==> src/rtl/vb_pkg.sv <==
package vb_pkg;

    // Swap-port sequencing states
    typedef enum logic [0:0] {
        VB_IDLE = 1'b0,
        VB_FILL = 1'b1
    } vb_state_e;

endpackage

==> src/rtl/vb_match.sv <==
// Fully associative compare: one comparator per entry, lowest index wins.
module vb_match #(
    parameter int N  = 4,
    parameter int AW = 26
) (
    input  logic [N-1:0]         valid_i,
    input  logic [N-1:0][AW-1:0] tag_i,
    input  logic [AW-1:0]        key_i,
    output logic                 hit_o,
    output logic [((N > 1) ? $clog2(N) : 1)-1:0] sel_o
);
    localparam int IW = (N > 1) ? $clog2(N) : 1;

    logic [N-1:0] eq;

    for (genvar g = 0; g < N; g++) begin : g_cmp
        assign eq[g] = valid_i[g] && (tag_i[g] == key_i);
    end

    always_comb begin
        hit_o = |eq;
        sel_o = '0;
        for (int i = N - 1; i >= 0; i--) begin
            if (eq[i]) begin
                sel_o = IW'(i);
            end
        end
    end

endmodule

==> src/rtl/vb_alloc.sv <==
// Slot choice for a plain insert: lowest free slot, else the pointer slot.
module vb_alloc #(
    parameter int N = 4
) (
    input  logic         clk,
    input  logic         rst_n,
    input  logic [N-1:0] valid_i,
    input  logic         take_i,
    output logic [((N > 1) ? $clog2(N) : 1)-1:0] slot_o
);
    localparam int IW = (N > 1) ? $clog2(N) : 1;
    localparam logic [IW-1:0] LAST = IW'(N - 1);

    logic [IW-1:0] ptr_q;
    logic [IW-1:0] free_idx;
    logic          full;

    assign full = &valid_i;

    always_comb begin
        free_idx = '0;
        for (int i = N - 1; i >= 0; i--) begin
            if (!valid_i[i]) begin
                free_idx = IW'(i);
            end
        end
    end

    assign slot_o = full ? ptr_q : free_idx;

    always_ff @(posedge clk) begin
        if (!rst_n) begin
            ptr_q <= '0;
        end else if (take_i && full) begin
            ptr_q <= (ptr_q == LAST) ? '0 : ptr_q + 1'b1;
        end
    end


    ptr_moves_when_full_chk: assert property (@(posedge clk) disable iff (!rst_n)
        (ptr_q != $past(ptr_q)) |-> $past(&valid_i));

endmodule

==> src/rtl/victim_buffer.sv <==
module victim_buffer
    import vb_pkg::*;
#(
    parameter int ENTRIES = 4,
    parameter int ADDR_W  = 26,
    parameter int DATA_W  = 32
) (
    input  logic              clk,
    input  logic              rst_n,
    input  logic              ins_valid,
    input  logic [ADDR_W-1:0] ins_addr,
    input  logic [DATA_W-1:0] ins_data,
    input  logic              lk_valid,
    input  logic [ADDR_W-1:0] lk_addr,
    output logic              lk_hit,
    output logic [DATA_W-1:0] lk_data,
    output logic              sw_valid,
    output logic [ADDR_W-1:0] sw_addr,
    output logic [DATA_W-1:0] sw_data
);
    localparam int IW = (ENTRIES > 1) ? $clog2(ENTRIES) : 1;

    // Entry storage
    logic [ENTRIES-1:0]             valid_q;
    logic [ENTRIES-1:0][ADDR_W-1:0] tag_q;
    logic [ENTRIES-1:0][DATA_W-1:0] data_q;

    // Search results
    logic          lk_m_hit;
    logic [IW-1:0] lk_sel;
    logic          in_m_hit;
    logic [IW-1:0] in_sel;
    logic [IW-1:0] alloc_slot;

    // Access decode
    logic          fwd;
    logic          entry_hit;
    logic          ins_store;
    logic          plain_ins;
    logic [IW-1:0] tgt;

    // Swap-port state machine
    vb_state_e         state_q;
    vb_state_e         state_d;
    logic [ADDR_W-1:0] sw_addr_q;
    logic [DATA_W-1:0] sw_data_q;

    vb_match #(.N(ENTRIES), .AW(ADDR_W)) u_lk_match (
        .valid_i (valid_q),
        .tag_i   (tag_q),
        .key_i   (lk_addr),
        .hit_o   (lk_m_hit),
        .sel_o   (lk_sel)
    );

    vb_match #(.N(ENTRIES), .AW(ADDR_W)) u_in_match (
        .valid_i (valid_q),
        .tag_i   (tag_q),
        .key_i   (ins_addr),
        .hit_o   (in_m_hit),
        .sel_o   (in_sel)
    );

    vb_alloc #(.N(ENTRIES)) u_alloc (
        .clk     (clk),
        .rst_n   (rst_n),
        .valid_i (valid_q),
        .take_i  (plain_ins),
        .slot_o  (alloc_slot)
    );

    always_comb begin
        fwd       = lk_valid && ins_valid && (ins_addr == lk_addr);
        entry_hit = lk_valid && lk_m_hit && !fwd;
        lk_hit    = fwd || entry_hit;
        lk_data   = fwd ? ins_data : data_q[lk_sel];
        ins_store = ins_valid && !fwd;
        plain_ins = ins_store && !in_m_hit && !entry_hit;
        if (in_m_hit) begin
            tgt = in_sel;
        end else if (entry_hit) begin
            tgt = lk_sel;
        end else begin
            tgt = alloc_slot;
        end
    end

    // Entry update: removal on lookup hit, then the insert (wins on the same slot)
    always_ff @(posedge clk) begin
        if (!rst_n) begin
            valid_q <= '0;
        end else begin
            if (lk_valid && lk_m_hit) begin
                valid_q[lk_sel] <= 1'b0;
            end
            if (ins_store) begin
                valid_q[tgt] <= 1'b1;
            end
        end
    end

    always_ff @(posedge clk) begin
        if (ins_store) begin
            tag_q[tgt]  <= ins_addr;
            data_q[tgt] <= ins_data;
        end
    end

    // State register
    always_ff @(posedge clk) begin
        if (!rst_n) begin
            state_q <= VB_IDLE;
        end else begin
            state_q <= state_d;
        end
    end

    always_comb begin
        unique case (state_q)
            VB_IDLE: state_d = lk_hit ? VB_FILL : VB_IDLE;
            VB_FILL: state_d = lk_hit ? VB_FILL : VB_IDLE;
            default: state_d = VB_IDLE;
        endcase
    end

    always_ff @(posedge clk) begin
        if (lk_hit) begin
            sw_addr_q <= lk_addr;
            sw_data_q <= lk_data;
        end
    end

    // Outputs
    always_comb begin
        sw_addr = sw_addr_q;
        sw_data = sw_data_q;
        unique case (state_q)
            VB_IDLE: sw_valid = 1'b0;
            VB_FILL: sw_valid = 1'b1;
            default: sw_valid = 1'b0;
        endcase
    end

    // Checks
    logic dup_any;
    always_comb begin
        dup_any = 1'b0;
        for (int i = 0; i < ENTRIES; i++) begin
            for (int j = i + 1; j < ENTRIES; j++) begin
                if (valid_q[i] && valid_q[j] && (tag_q[i] == tag_q[j])) begin
                    dup_any = 1'b1;
                end
            end
        end
    end


    no_dup_entry_chk: assert property (@(posedge clk) disable iff (!rst_n)
        !dup_any);


    hit_removes_entry_chk: assert property (@(posedge clk) disable iff (!rst_n)
        (lk_valid && lk_m_hit && !ins_valid) |=>
            ($countones(valid_q) == $countones($past(valid_q)) - 1));


    fill_follows_hit_chk: assert property (@(posedge clk) disable iff (!rst_n)
        lk_hit |=> sw_valid);


    fill_addr_chk: assert property (@(posedge clk) disable iff (!rst_n)
        lk_hit |=> (sw_addr == $past(lk_addr)) && (sw_data == $past(lk_data)));

endmodule

==> config.mk <==
export PLATFORM = sky130hd
export DESIGN_NAME = victim_buffer
export DESIGN_NICKNAME = d
export VERILOG_FILES = /design/src/rtl/vb_pkg.sv /design/src/rtl/vb_match.sv /design/src/rtl/vb_alloc.sv /design/src/rtl/victim_buffer.sv
export SDC_FILE = /design/constraint.sdc
export NUM_CORES = 1
export LEC_CHECK = 0
export BUFFER_PORTS_ARGS = -buffer_cell sky130_fd_sc_hd__buf_2
export CORE_MARGIN = 4
export CORE_UTILIZATION = 50
export CTS_BUF_LIST = sky130_fd_sc_hd__clkbuf_16
export DETAILED_ROUTE_END_ITERATION = 7
export PLACE_DENSITY_LB_ADDON = 0.2
export SYNTH_ARGS = -nofsm -noshare
export SYNTH_HDL_FRONTEND = slang
export SYNTH_SLANG_ARGS = --single-unit
export TNS_END_PERCENT = 1
==> constraint.sdc <==
create_clock -name clk -period 7.3 [get_ports clk]
set_input_delay 0.73 -clock clk [delete_from_list [all_inputs] [get_ports clk]]
set_output_delay 0.73 -clock clk [all_outputs]
set_load 0.005 [all_outputs]
==> impl_summary.md, run 1 <==
Outcome
The run finished with clean final reports.

Critical path
The type of the worst setup path is register to primary output. The reg-to-reg setup timing slack is 2880 ps. The nature of the critical path startpoint is a register.

The most critical setup path has its endpoint at lk_data[18]. The endpoint identified for the worst register-to-register timing path is data_q[81]$_DFFE_PP_. The worst register-to-register path has a depth of 9. The startpoint identified for the worst register-to-register timing path is tag_q[71]$_DFFE_PP_. Tracing the worst setup path back leads to its startpoint at tag_q[43]$_DFFE_PP_.

The worst setup path is captured at a primary output. At the worst endpoint, the required time is 6570 ps. Data arrives at the worst endpoint at 3790 ps. The critical-path maximum fanout is 32.

Run
The tool flagged a number of max-cap violations equal to 0.

Routing
In the detailed route, the total length drawn on met3 is 2.68 mm. The highest layer used for signal routing is met5. The violation count after the first detailed-routing iteration is 730. The met2 wire length is 16.5 mm. The detail-routed net length per standard cell is 24.3 µm. The via count is 8505. The detailed-routing iteration count for the pre-antenna-repair pass is 6. The sum of routed wire segments on met1 is 15.9 mm.

The via density per instance is 5.76. The number of DRC violations after detailed routing is 0. Wires add up to 35.8 mm. The count of antenna-violating nets left after detailed routing is 0.

Die
The area of the core is 26900 µm². In this run the vertical extent of the chip is 173 µm. From left edge to right edge, the die measures 173 µm. The number of cell rows is 60. The initial cell density of the core is 0.508. The area enclosed by the die boundary is 30000 µm². Pin placement for this block handled 180 I/O pins.

STA
The achievable frequency is 221 MHz. The transition time of the tightest slew-check pin is 1100 ps. The number of hold violations in the final report is 0. After routing, the total negative slack on setup checks comes to 0 ps.

Setup repair after global routing left no endpoint under its margin. Of the available clock period, the critical path in the final layout requires 0.619. The clock period could shrink to 4520 ps. The final number of max-transition violations came to 0.

Headroom to the max-slew limit came out at 0.268. The worst path meets setup with 2780 ps of slack. Across all hold checks on the routed design, the worst slack comes to 396 ps.

The clock arrives with 11.1 ps of skew. The setup violation total in the final timing report is 0.

Placement
The congestion estimate from routability-driven global placement came to 1.00. During placement, the flow inserted port buffers numbering 179. Once detailed placement completed, the half-perimeter wirelength came to 25.3 mm. At the placement stage, the worst setup path has a slack of 2530 ps.

Yosys
The area fraction of the dominant cell type after synthesis is 0.638. In this run, distinct cell masters in the synthesized netlist total 60. The sequential fraction of the synthesis area is 0.648. Counting flops with an async set or reset pin after synthesis yields a share of 0. Averaged over all synthesized cells, the footprint is 14.2 µm².

The synthesized design spends more area on one cell type than any other, namely sky130_fd_sc_hd__edfxtp_1. For this run, the leading register cell type out of synthesis is sky130_fd_sc_hd__edfxtp_1. Counting every net in the synthesized netlist gives 1049. For this run, the number of Yosys warnings is 0. Ranked by total cell area, the synthesized netlist is headed by sky130_fd_sc_hd__edfxtp_1 64%, sky130_fd_sc_hd__xnor2_1 8.1%, sky130_fd_sc_hd__xor2_1 7.0%. The synthesized netlist occupies a cell area of 13700 µm². The number of synthesized register bits is 297.

The number of synthesized flops with an enable pin is 290. The post-synthesis instance total is 960. Counting instances in the post-synthesis netlist gives the leading cell types as 290 x sky130_fd_sc_hd__edfxtp_1, 127 x sky130_fd_sc_hd__xnor2_1, 109 x sky130_fd_sc_hd__xor2_1.

The most used standard cell by instance count after synthesis is sky130_fd_sc_hd__edfxtp_1.

Clock network
The number of instances resized during post-cts repair is 0. The number of post-CTS setup repair buffers is 0. The clock-pin slew on the worst setup and hold paths is 70 ps. The total CTS buffers is 30. CTS built an H-tree with a depth of 1.

The CTS tree is built. In this run the clock root is driven by a sky130_fd_sc_hd__clkbuf_16. The deepest clock path buffer count is 3.

In this run, post-CTS hold repair placed 0 buffers. Clock tree synthesis found a total of 297 sinks. The clock latency on the worst-skew pair is 570 ps.

Final layout
Of the cells placed in the final design, the portion with a size suffix greater than 1 is 0.227. After the last flow step, the layout net total stands at 1200. Counting the fill cells in the layout gives 2157. The area growth from synthesis to layout is 15.0%. The number of antenna diodes in the final layout is 0.

Pwr
The internal power is 2920 µW. The reported net switching power is 890 µW. Of the total power, the share spent switching nets is 0.234.

The share of total power dissipated in the clock network is 0.390. The combinational power share is 0.091. In this run the static leakage power is 0.00548 µW. The worst-case IR drop observed on VDD is 148 µV. Dividing total power by cell area gives a power density of 242 nW/µm². The sequential group share of total power is 0.519.

GRT
The number of global-route vias before repair was 8337. The overall overflow remaining after global route is 0. Entering global routing, the biggest net connects 60 pins. Across every metal layer, demand over resource in global routing totals 0.231. The first global-routing pass estimated 52.7 mm of wire.

The initial antenna violation count is 1.

Worst hold path
The path class of the lowest-slack min-delay path is primary input to register.
## layout by cell type (no fill, tap or decap), types with 10 or more instances in the layout
master / instances
sky130_fd_sc_hd__buf_4: 10
sky130_fd_sc_hd__nand4_1: 56
sky130_fd_sc_hd__nor4_1: 27
sky130_fd_sc_hd__clkbuf_16: 30
sky130_fd_sc_hd__inv_1: 13
sky130_fd_sc_hd__xnor2_1: 127
sky130_fd_sc_hd__clkinv_1: 10
sky130_fd_sc_hd__nor3_1: 10
sky130_fd_sc_hd__xor2_1: 109
sky130_fd_sc_hd__a221o_1: 29
sky130_fd_sc_hd__edfxtp_1: 290
sky130_fd_sc_hd__nor2_1: 79
sky130_fd_sc_hd__buf_2: 179
sky130_fd_sc_hd__nand2_1: 14
sky130_fd_sc_hd__mux2_1: 23
sky130_fd_sc_hd__a21oi_1: 35
## power groups by stage
| stage | sequential (µW) | combinational, µW | clock [µW] |
|---|---|---|---|
| floorplan | 2010 | 202 | 0 |
| CTS | 1970 | 343 | 1520 |
| global route | 1980 | 371 | 1600 |
| finish | 1980 | 345 | 1490 |
| detailed placement | 2010 | 341 | 0 |
| global placement | 2010 | 341 | 0 |
## kinds of logic after synthesis
group	synth area share
adder cells (fa/ha/maj)	0.000916
flip-flops	0.648
multiplexers	0.0298
AND/OR/NAND/NOR	0.0927
XOR/XNOR	0.151
buffers and inverters	0.0280
AO/OA/AOI/OAI	0.0491
## registers in the layout, indices dropped and copies added (netlist names)
register	cells
u_alloc.ptr_q	2
sw_addr	26
data_q	128
tag_q	104
valid_q	4
state_q	1
sw_data	32
## stage by stage
stage,instance area [µm²],utilization,power [µW],instances
global route,15700,0.584,3950,1476
detailed placement,14700,0.549,2350,1420
finish,15700,0.584,3810,1476
CTS,15700,0.584,3830,1476
global placement,14700,0.549,2350,1420
floorplan,13700,-,2210,960
## critical path, stage by stage (launching register included)
cell and delay, ps:
sky130_fd_sc_hd__edfxtp_1 450, sky130_fd_sc_hd__xor2_1 170, sky130_fd_sc_hd__nor4_1 720, sky130_fd_sc_hd__nand3_1 340
sky130_fd_sc_hd__nor3_2 340, sky130_fd_sc_hd__o21ai_4 90, sky130_fd_sc_hd__buf_4 310, sky130_fd_sc_hd__mux2_1 380
sky130_fd_sc_hd__a21oi_1 190, sky130_fd_sc_hd__nor2_1 90, sky130_fd_sc_hd__buf_2 130
## worst min-delay path by stage
stage	from	endpoint	slack [ps]	depth (start not counted)
floorplan	u_alloc.ptr_q[1]$_SDFFE_PN0P_	u_alloc.ptr_q[1]$_SDFFE_PN0P_	490	2
global placement	u_alloc.ptr_q[1]$_SDFFE_PN0P_	u_alloc.ptr_q[1]$_SDFFE_PN0P_	520	2
detailed placement	u_alloc.ptr_q[1]$_SDFFE_PN0P_	u_alloc.ptr_q[1]$_SDFFE_PN0P_	540	2
CTS	ins_data[7]	data_q[39]$_DFFE_PP_	370	1
global route	ins_data[15]	data_q[111]$_DFFE_PP_	370	1
finish	ins_data[21]	data_q[21]$_DFFE_PP_	400	1
## cell type report
type	instances	area [µm²]	share of cell area
clock buffers	30	751	0.0478
clock inverters	26	210	0.0134
inverters	5	18.8	0.00120
multi-input cells	587	4460	0.284
flip-flops and latches	297	8850	0.563
well taps	341	427	0.0272
repair buffers	190	991	0.0631
## layer usage
metal  global-route usage  vias up
met5                    0        -
met3               0.0478       57
li1                     -     3871
met2                0.364      349
met1                0.335     4226
met4               0.0512        2
Note: power is estimated with default switching activity, not from simulation.
==> run 2, diff against run 1 <==
Settings changed: ABC_AREA from default to 1.
Clock period 7.3 ns to 4.3 ns, I/O delays scaled along.
==> impl_summary.md, run 2 <==
Critical path
The nature of the critical path startpoint is a register (unchanged). The reg-to-reg setup timing slack is 720 ps (was 2880 ps). The data arrival time of the critical path is 3650 ps (was 3790 ps). The startpoint of the most critical setup path was tag_q[51]$_DFFE_PP_ (was tag_q[43]$_DFFE_PP_). The critical register-to-register path endpoint is tag_q[34]$_DFFE_PP_ (was data_q[81]$_DFFE_PP_).

The path depth of the worst reg2reg path is 15 (was 9). The origin of the critical flop-to-flop path is tag_q[82]$_DFFE_PP_ (was tag_q[71]$_DFFE_PP_). The kind of capture point of the worst setup path is a primary output (unchanged). The critical-path maximum fanout is 13 (was 32).

The worst path required time is 3870 ps (was 6570 ps). The type of the worst setup path is register to primary output (unchanged). The end point of the critical path is lk_data[7] (was lk_data[18]).

Worst hold path
The path class of the lowest-slack min-delay path is primary input to register (unchanged). The startpoint of the tightest hold check path was ins_data[6] (was ins_data[21]).

Yosys
The count of yosys warnings during synthesis is 0 (unchanged). Commonest cells in the synthesized netlist: 396 x sky130_fd_sc_hd__nand2_1, 290 x sky130_fd_sc_hd__edfxtp_1, 138 x sky130_fd_sc_hd__nor2_1 (was 290 x sky130_fd_sc_hd__edfxtp_1, 127 x sky130_fd_sc_hd__xnor2_1, 109 x sky130_fd_sc_hd__xor2_1). The count of cell types in the netlist is 41 (was 60). The number of synthesized register bits is 297 (unchanged). The post-synthesis instance total came to 1459 (was 960). Top post-synthesis cells by area: sky130_fd_sc_hd__edfxtp_1 60%, sky130_fd_sc_hd__nand2_1 10%, sky130_fd_sc_hd__nor2_1 3.6% (was sky130_fd_sc_hd__edfxtp_1 64%, sky130_fd_sc_hd__xnor2_1 8.1%, sky130_fd_sc_hd__xor2_1 7.0%). The mean instance size in the synthesized netlist came to 9.99 µm² (was 14.2 µm²).

The sequential fraction of the synthesis area is 0.607 (was 0.648). The proportion of register bits with asynchronous set or reset after synthesis is 0 (unchanged). The leading register cell type out of synthesis is sky130_fd_sc_hd__edfxtp_1 (unchanged).

The biggest area consumer among synthesized cells is sky130_fd_sc_hd__edfxtp_1 (unchanged). The most used standard cell by instance count after synthesis is sky130_fd_sc_hd__nand2_1 (was sky130_fd_sc_hd__edfxtp_1). The summed instance area of the synthesized netlist was 14600 µm² (was 13700 µm²). The area fraction of the dominant cell type after synthesis is 0.598 (was 0.638). The net count after synthesis is 1548 (was 1049). The number of synthesized flops with an enable pin is 290 (unchanged).

Clock network
The root buffer selected by CTS was sky130_fd_sc_hd__clkbuf_16 (unchanged). The number of post-CTS setup repair buffers is 0 (unchanged). The total CTS buffers is 30 (unchanged). The number of instances resized during post-cts repair is 0 (unchanged). The clock latency on the worst-skew pair came to 600 ps (was 570 ps). The clock sink count is 297 (unchanged). The CTS tree is built (unchanged). The deepest clock path buffer count is 3 (unchanged). The post-cts hold buffer count is 0 (unchanged). The clock-pin slew on the worst setup and hold paths was 70 ps (about the same). The H-tree depth reported by CTS is 1 (unchanged).

Die
The number of cell rows is 62 (was 60). The initial cell density of the core is 0.508 (about the same). The I/O pin count is 180 (unchanged). The horizontal extent of the die is 179 µm (was 173 µm).

The vertical die dimension was 179 µm (was 173 µm). The area of the core is 28700 µm² (was 26900 µm²). The area enclosed by the die boundary is 31900 µm² (was 30000 µm²).

Final layout
The commonest non-fill, non-tap cell in the layout is sky130_fd_sc_hd__nand2_1 (was sky130_fd_sc_hd__edfxtp_1). The combined area of the multi-input logic cells came to 4970 µm² (was 4460 µm²). The area of all placed cells without fillers is 16900 µm² (was 15700 µm²). The final-layout fill cell count is 2503 (was 2157). The number of nets in the finished design is 1735 (was 1200). The area used by sequential logic in the layout is 8850 µm² (unchanged).

The number of flip-flops in the largest register is 128 (unchanged). The share of cells above drive strength 1 is 0.177 (was 0.227). Highest-count cells in the layout ignoring fill and taps: 395 x sky130_fd_sc_hd__nand2_1, 290 x sky130_fd_sc_hd__edfxtp_1, 179 x sky130_fd_sc_hd__buf_2 (was 290 x sky130_fd_sc_hd__edfxtp_1, 179 x sky130_fd_sc_hd__buf_2, 127 x sky130_fd_sc_hd__xnor2_1). The post-synthesis to final-layout area growth was 16.2% (was 15.0%). The register containing the most flip-flops in the final layout was data_q (unchanged).

Pwr
The static leakage power is 0.00678 µW (was 0.00548 µW). The maximum VDD drop is 436 µV (was 148 µV). The power density over the cells is 393 nW/µm² (was 242 nW/µm²).

Placement
The quantity of I/O buffers inserted on ports is 179 (unchanged). The post-placement cell area is 15900 µm² (was 14700 µm²). The setup slack after placement is 467 ps (was 2530 ps). The final weighted congestion in routability-driven placement is 1.08 (was 1.00). The detailed-placement wirelength estimate was 41.9 mm (was 25.3 mm).

STA
The number of hold violations in the final report is 0 (unchanged). Unrepaired setup endpoints after global routing: false (unchanged). The final critical path time including I/O delays and setup is 4080 ps. Of the available clock period, the critical path in the final layout requires 0.948. The final number of max-transition violations is 0 (unchanged). The post-layout worst setup margin came to 223 ps (was 2780 ps). The transition time of the tightest slew-check pin was 660 ps (was 1100 ps). The setup violation total in the final timing report is 0 (unchanged). The normalized max-slew margin is 0.558 (was 0.268). Timing would allow up to 245 MHz.

The worst hold slack is 65.6 ps (was 396 ps). The clock skew after layout came to 31.4 ps (was 11.1 ps). The final total negative setup slack is 0 ps (unchanged).

Run
The total of max-cap violations is 0 (unchanged).

Routing
The detailed-routing iteration count for the pre-antenna-repair pass was 8 (was 6). The number of DRC violations after detailed routing is 0 (unchanged). The wire length after detailed routing came to 54.4 mm (was 35.8 mm).

The via count was 12100 (was 8505). The violation count after the first detailed-routing iteration is 1653 (was 730). The detail-routed net length per standard cell is 26.5 µm (was 24.3 µm). The count of antenna-violating nets left after detailed routing came to 0 (unchanged). The via density per instance was 5.89 (was 5.76).

GRT
The first-pass GRT wire length was 78.0 mm (was 52.7 mm). The largest net degree at the start of global routing is 59 (was 60). The global-route total usage across every layer is 0.339 (was 0.231).

The initial antenna violation count was 2 (was 1). The number of global-route vias before repair is 11500 (was 8337). The overall overflow remaining after global route came to 0 (unchanged).

Outcome
Outcome: completed (unchanged).
[run 2: report_power, final]
| group | total [µW] | switching (µW) | leakage [µW] | internal (µW) |
|---|---|---|---|---|
| clock network | 2690 | 1160 | 0.000507 | 1520 |
| registers | 3320 | 48.5 | 0.00271 | 3270 |
| logic | 658 | 468 | 0.00357 | 190 |
[run 2: area by class of cell]
cell class                 instances  area share
sequential                       297       0.523
multi-input combinational        974       0.293
timing repair buffer             198      0.0636
clock buffer                      30      0.0443
inverter                         145      0.0322
tap                              384      0.0284
clock inverter                    25      0.0152
antenna                            2    0.000296
[run 2: cell families after synthesis]
logic type / count (synthesis) / share of synthesized area
flops: 297 / 0.607
simple gates: 714 / 0.211
fa+ha+maj: 1 / 0.000858
xor+xnor: 82 / 0.0493
buf+inv: 188 / 0.0536
compound gates: 177 / 0.0777
[run 2: layer usage]
layer	vias up	share of wire	GRT usage
li1	5391	-	-
met3	107	0.10	0.0584
met5	-	0.00024	0
met1	5863	0.41	0.491
met4	2	0.032	0.0889
met2	734	0.46	0.533
[run 2: worst max-delay path, stage by stage, from the launching register on]
cell,delay [ps]
sky130_fd_sc_hd__edfxtp_1,500
sky130_fd_sc_hd__xnor2_1,390
sky130_fd_sc_hd__nand2_1,100
sky130_fd_sc_hd__nor2_1,180
sky130_fd_sc_hd__nand2_1,100
sky130_fd_sc_hd__nor2_2,150
sky130_fd_sc_hd__nand3_2,140
sky130_fd_sc_hd__nand2_2,170
sky130_fd_sc_hd__inv_1,80
sky130_fd_sc_hd__nand2_2,260
sky130_fd_sc_hd__buf_4,260
sky130_fd_sc_hd__o21a_1,140
sky130_fd_sc_hd__o21ai_0,70
sky130_fd_sc_hd__a21oi_1,320
sky130_fd_sc_hd__buf_2,180
[run 2: stage by stage]
step / utilization / cells / power [µW]
2_1_floorplan: - / 1459 / 3690
3_3_place_gp: 0.554 / 1998 / 4010
3_5_place_dp: 0.554 / 1998 / 4010
4_1_cts: 0.589 / 2053 / 6650
5_1_grt: 0.590 / 2053 / 6840
6_report: 0.590 / 2055 / 6660
[run 2: how the worst min path moves through the flow]
stage	endpoint	depth (start not counted)
floorplan	valid_q[2]$_SDFF_PN0_	2
global placement	u_alloc.ptr_q[1]$_SDFFE_PN0P_	2
detailed placement	valid_q[2]$_SDFF_PN0_	2
CTS	data_q[69]$_DFFE_PP_	1
global route	data_q[80]$_DFFE_PP_	1
finish	data_q[102]$_DFFE_PP_	1
==> run 3, diff against run 2 <==
Settings changed: CORE_MARGIN 4 to default.
==> impl_summary.md, run 3 (synthesized netlist as in run 2, its figures left out) <==
Outcome
Outcome: finished with violations (was completed). The final reports fail on DRC.

Critical path
The nature of the critical path startpoint is a register (unchanged). The critical register-to-register path endpoint is tag_q[56]$_DFFE_PP_ (was tag_q[34]$_DFFE_PP_). The family of cells with the greatest summed delay on the critical path is simple AND/OR/NAND/NOR gates (unchanged). The delay of the slowest critical-path stage was 530 ps (was 500 ps). The reg-to-reg setup timing slack is 850 ps (was 720 ps). The type of the worst setup path is register to primary output (unchanged). The path depth of the worst reg2reg path is 12 (was 15). The combined buffer and inverter count along the critical path is 3 (unchanged). The critical-path maximum fanout is 20 (was 13). The origin of the critical flop-to-flop path is tag_q[58]$_DFFE_PP_ (was tag_q[82]$_DFFE_PP_). The critical path's slowest cell is sky130_fd_sc_hd__nor2_4 (was sky130_fd_sc_hd__edfxtp_1).

The cell that appears most often on the critical path is sky130_fd_sc_hd__nand2_1. The worst path required time came to 3870 ps (about the same). Critical path cell sequence: nand2_1 -> nand2_1 -> nor2_1 -> nand2_1 -> nor2_1 -> nand2_1 -> nor2_1 -> inv_1 -> nor2_4 -> buf_4 -> a221oi_1 -> a21oi_1 -> buf_2 (was xnor2_1 -> nand2_1 -> nor2_1 -> nand2_1 -> nor2_2 -> nand3_2 -> nand2_2 -> inv_1 -> nand2_2 -> buf_4 -> o21a_1 -> o21ai_0 -> a21oi_1 -> buf_2). The kind of capture point of the worst setup path was a primary output (unchanged). The data arrival time of the critical path is 3750 ps (was 3650 ps).

GRT
The number of global-route vias before repair is 11400 (was 11500). The first-pass GRT wire length is 77.2 mm (was 78.0 mm). The global-route total usage across every layer was 0.358 (was 0.339). The largest net degree at the start of global routing is 59 (unchanged). The overall overflow remaining after global route is 0 (unchanged).

The initial antenna violation count is 0 (was 2).

Clock network
The root buffer selected by CTS is sky130_fd_sc_hd__clkbuf_16 (unchanged). The clock latency on the worst-skew pair is 580 ps (was 600 ps). The clock sink count came to 297 (unchanged). The number of post-CTS setup repair buffers is 0 (unchanged). The total CTS buffers came to 29 (was 30). The H-tree depth reported by CTS is 1 (unchanged). The CTS tree is built (unchanged). The deepest clock path buffer count is 3 (unchanged).

The clock-pin slew on the worst setup and hold paths is 60 ps (was 70 ps).

STA
The normalized max-slew margin is 0.134 (was 0.558). The final total negative setup slack came to 0 ps (unchanged). The final critical path time including I/O delays and setup is 4180 ps (was 4080 ps). The final worst-path cycle share is 0.971 (was 0.948). The final number of max-transition violations is 0 (unchanged). The transition time of the tightest slew-check pin is 1300 ps (was 660 ps). The setup violation total in the final timing report is 0 (unchanged). The number of hold violations in the final report is 0 (unchanged). The clock skew after layout is 22.4 ps (was 31.4 ps). Unrepaired setup endpoints after global routing: false (unchanged). The achievable frequency is 239 MHz (was 245 MHz).

Run
The total of max-cap violations is 0 (unchanged).

Die
The area enclosed by the die boundary is 29800 µm² (was 31900 µm²). The area of the core is 28700 µm² (unchanged). The number of cell rows was 62 (unchanged). The I/O pin count came to 180 (unchanged).

The horizontal extent of the die is 173 µm (was 179 µm). The initial cell density of the core is 0.508 (unchanged). The vertical die dimension is 173 µm (was 179 µm).

Routing
The detailed-routing iteration count for the pre-antenna-repair pass was 8 (unchanged). The via density per instance is 5.90 (was 5.89). The via count is 12100 (about the same). The detail-routed net length per standard cell is 26.1 µm (was 26.5 µm). The wire length after detailed routing is 53.6 mm (was 54.4 mm). The count of antenna-violating nets left after detailed routing is 0 (unchanged). The violation count after the first detailed-routing iteration is 1935 (was 1653). The number of DRC violations after detailed routing was 1 (was 0).

Pwr
The reported net switching power is 1610 µW (was 1680 µW). The switching share of power was 0.237 (was 0.252). The combinational power share is 0.097 (was 0.099). The power density over the cells was 398 nW/µm² (was 393 nW/µm²). The static leakage power was 0.00682 µW (was 0.00678 µW). The internal power is 5170 µW (was 4980 µW).

The maximum VDD drop was 354 µV (was 436 µV). The sequential group share of total power came to 0.489 (was 0.498). The clock power share is 0.413 (was 0.403).

Placement
The detailed-placement wirelength estimate is 40.8 mm (was 41.9 mm). The quantity of I/O buffers inserted on ports is 179 (unchanged). The post-placement cell area was 16000 µm² (was 15900 µm²). The final weighted congestion in routability-driven placement is 1.09 (was 1.08).

Final layout
The number of antenna diodes came to 0 (was 2). Highest-count cells in the layout ignoring fill and taps: 395 x sky130_fd_sc_hd__nand2_1, 290 x sky130_fd_sc_hd__edfxtp_1, 179 x sky130_fd_sc_hd__buf_2 (unchanged). The commonest non-fill, non-tap cell in the layout was sky130_fd_sc_hd__nand2_1 (unchanged). The area of all placed cells without fillers is 17000 µm² (was 16900 µm²). The number of nets in the finished design was 1735 (unchanged). The number of flip-flops in the largest register is 128 (unchanged).

The share of cells above drive strength 1 is 0.178 (was 0.177). The register containing the most flip-flops in the final layout is data_q (unchanged). The post-synthesis to final-layout area growth is 16.7% (was 16.2%).

Worst hold path
The path class of the lowest-slack min-delay path is primary input to register (unchanged). The startpoint of the tightest hold check path is ins_data[4] (was ins_data[6]). The instance count along the most critical hold path was 1 (unchanged). The worst min-delay path endpoint is data_q[68]$_DFFE_PP_ (was data_q[102]$_DFFE_PP_).
## run 3: changes by cell type in the layout (fill, tap and decap cells not counted), sizes merged
| cell | change |
|---|---|
| inv | -2 |
| diode | -2 |
| bufinv | +4 |
| clkbuf | -1 |
| clkinv | -5 |
| buf | +1 |
## run 3: worst reg2reg max path, stage by stage, from the launching register on
cell and delay [ps]:
sky130_fd_sc_hd__edfxtp_1 420, sky130_fd_sc_hd__xnor2_1 600, sky130_fd_sc_hd__nand2_1 130, sky130_fd_sc_hd__nor4_1 490
sky130_fd_sc_hd__nand2_1 190, sky130_fd_sc_hd__nor2_1 270, sky130_fd_sc_hd__nor2_1 120, sky130_fd_sc_hd__nand3_1 110
sky130_fd_sc_hd__nand3_1 130, sky130_fd_sc_hd__inv_1 90, sky130_fd_sc_hd__nand2_1 90, sky130_fd_sc_hd__inv_2 80
sky130_fd_sc_hd__buf_12 340
## run 3: power groups by stage
stage,Clock (µW),Sequential [µW],Combinational (µW)
after floorplan,0,3360,331
after global placement,0,3370,637
after detailed placement,0,3370,636
after CTS,2830,3310,640
after global routing,2930,3320,695
final,2800,3320,659
## run 3: through the flow
step                instances  total power (µW)  setup slack [ps]  hold WS [ps]  utilization
global placement         1999              4010               304           452        0.556
detailed placement       1999              4010               329           464        0.556
finish                   2050              6780               124          88.7        0.593
global route             2050              6950              27.4          90.1        0.593
CTS                      2050              6790               211          76.2        0.593
floorplan                1459              3690               640           443            -
## run 3: area by class of cell
type / count / area (µm²)
fillers: 2475 / 11700
inverters: 145 / 544
well taps: 384 / 480
multi-input cells: 974 / 4970
clock inverters: 22 / 324
flip-flops and latches: 297 / 8850
clock buffers: 29 / 726
repair buffers: 199 / 1120
## run 3: worst max path at each step
stage	cells past startpoint	endpoint	startpoint
after floorplan	12	data_q[100]$_DFFE_PP_	lk_addr[18]
after global placement	15	lk_data[27]	lk_addr[5]
after detailed placement	15	lk_data[23]	lk_addr[5]
after CTS	15	lk_data[15]	tag_q[71]$_DFFE_PP_
after global routing	15	lk_data[15]	tag_q[71]$_DFFE_PP_
final	13	lk_data[23]	tag_q[60]$_DFFE_PP_
## run 3: routing by layer
layer	part of all wire	wire (µm)	vias up	global-route usage
met1	0.43	22800	5878	0.516
li1	-	-	5390	-
met4	0.039	2100	0	0.124
met2	0.45	23900	712	0.557
met5	0	0	-	0
met3	0.088	4740	105	0.0530
## run 3: repair_timing
action	in CTS	in global routing
hold buffers	0	0
resized for setup	1	0
setup endpoints to repair	13	0
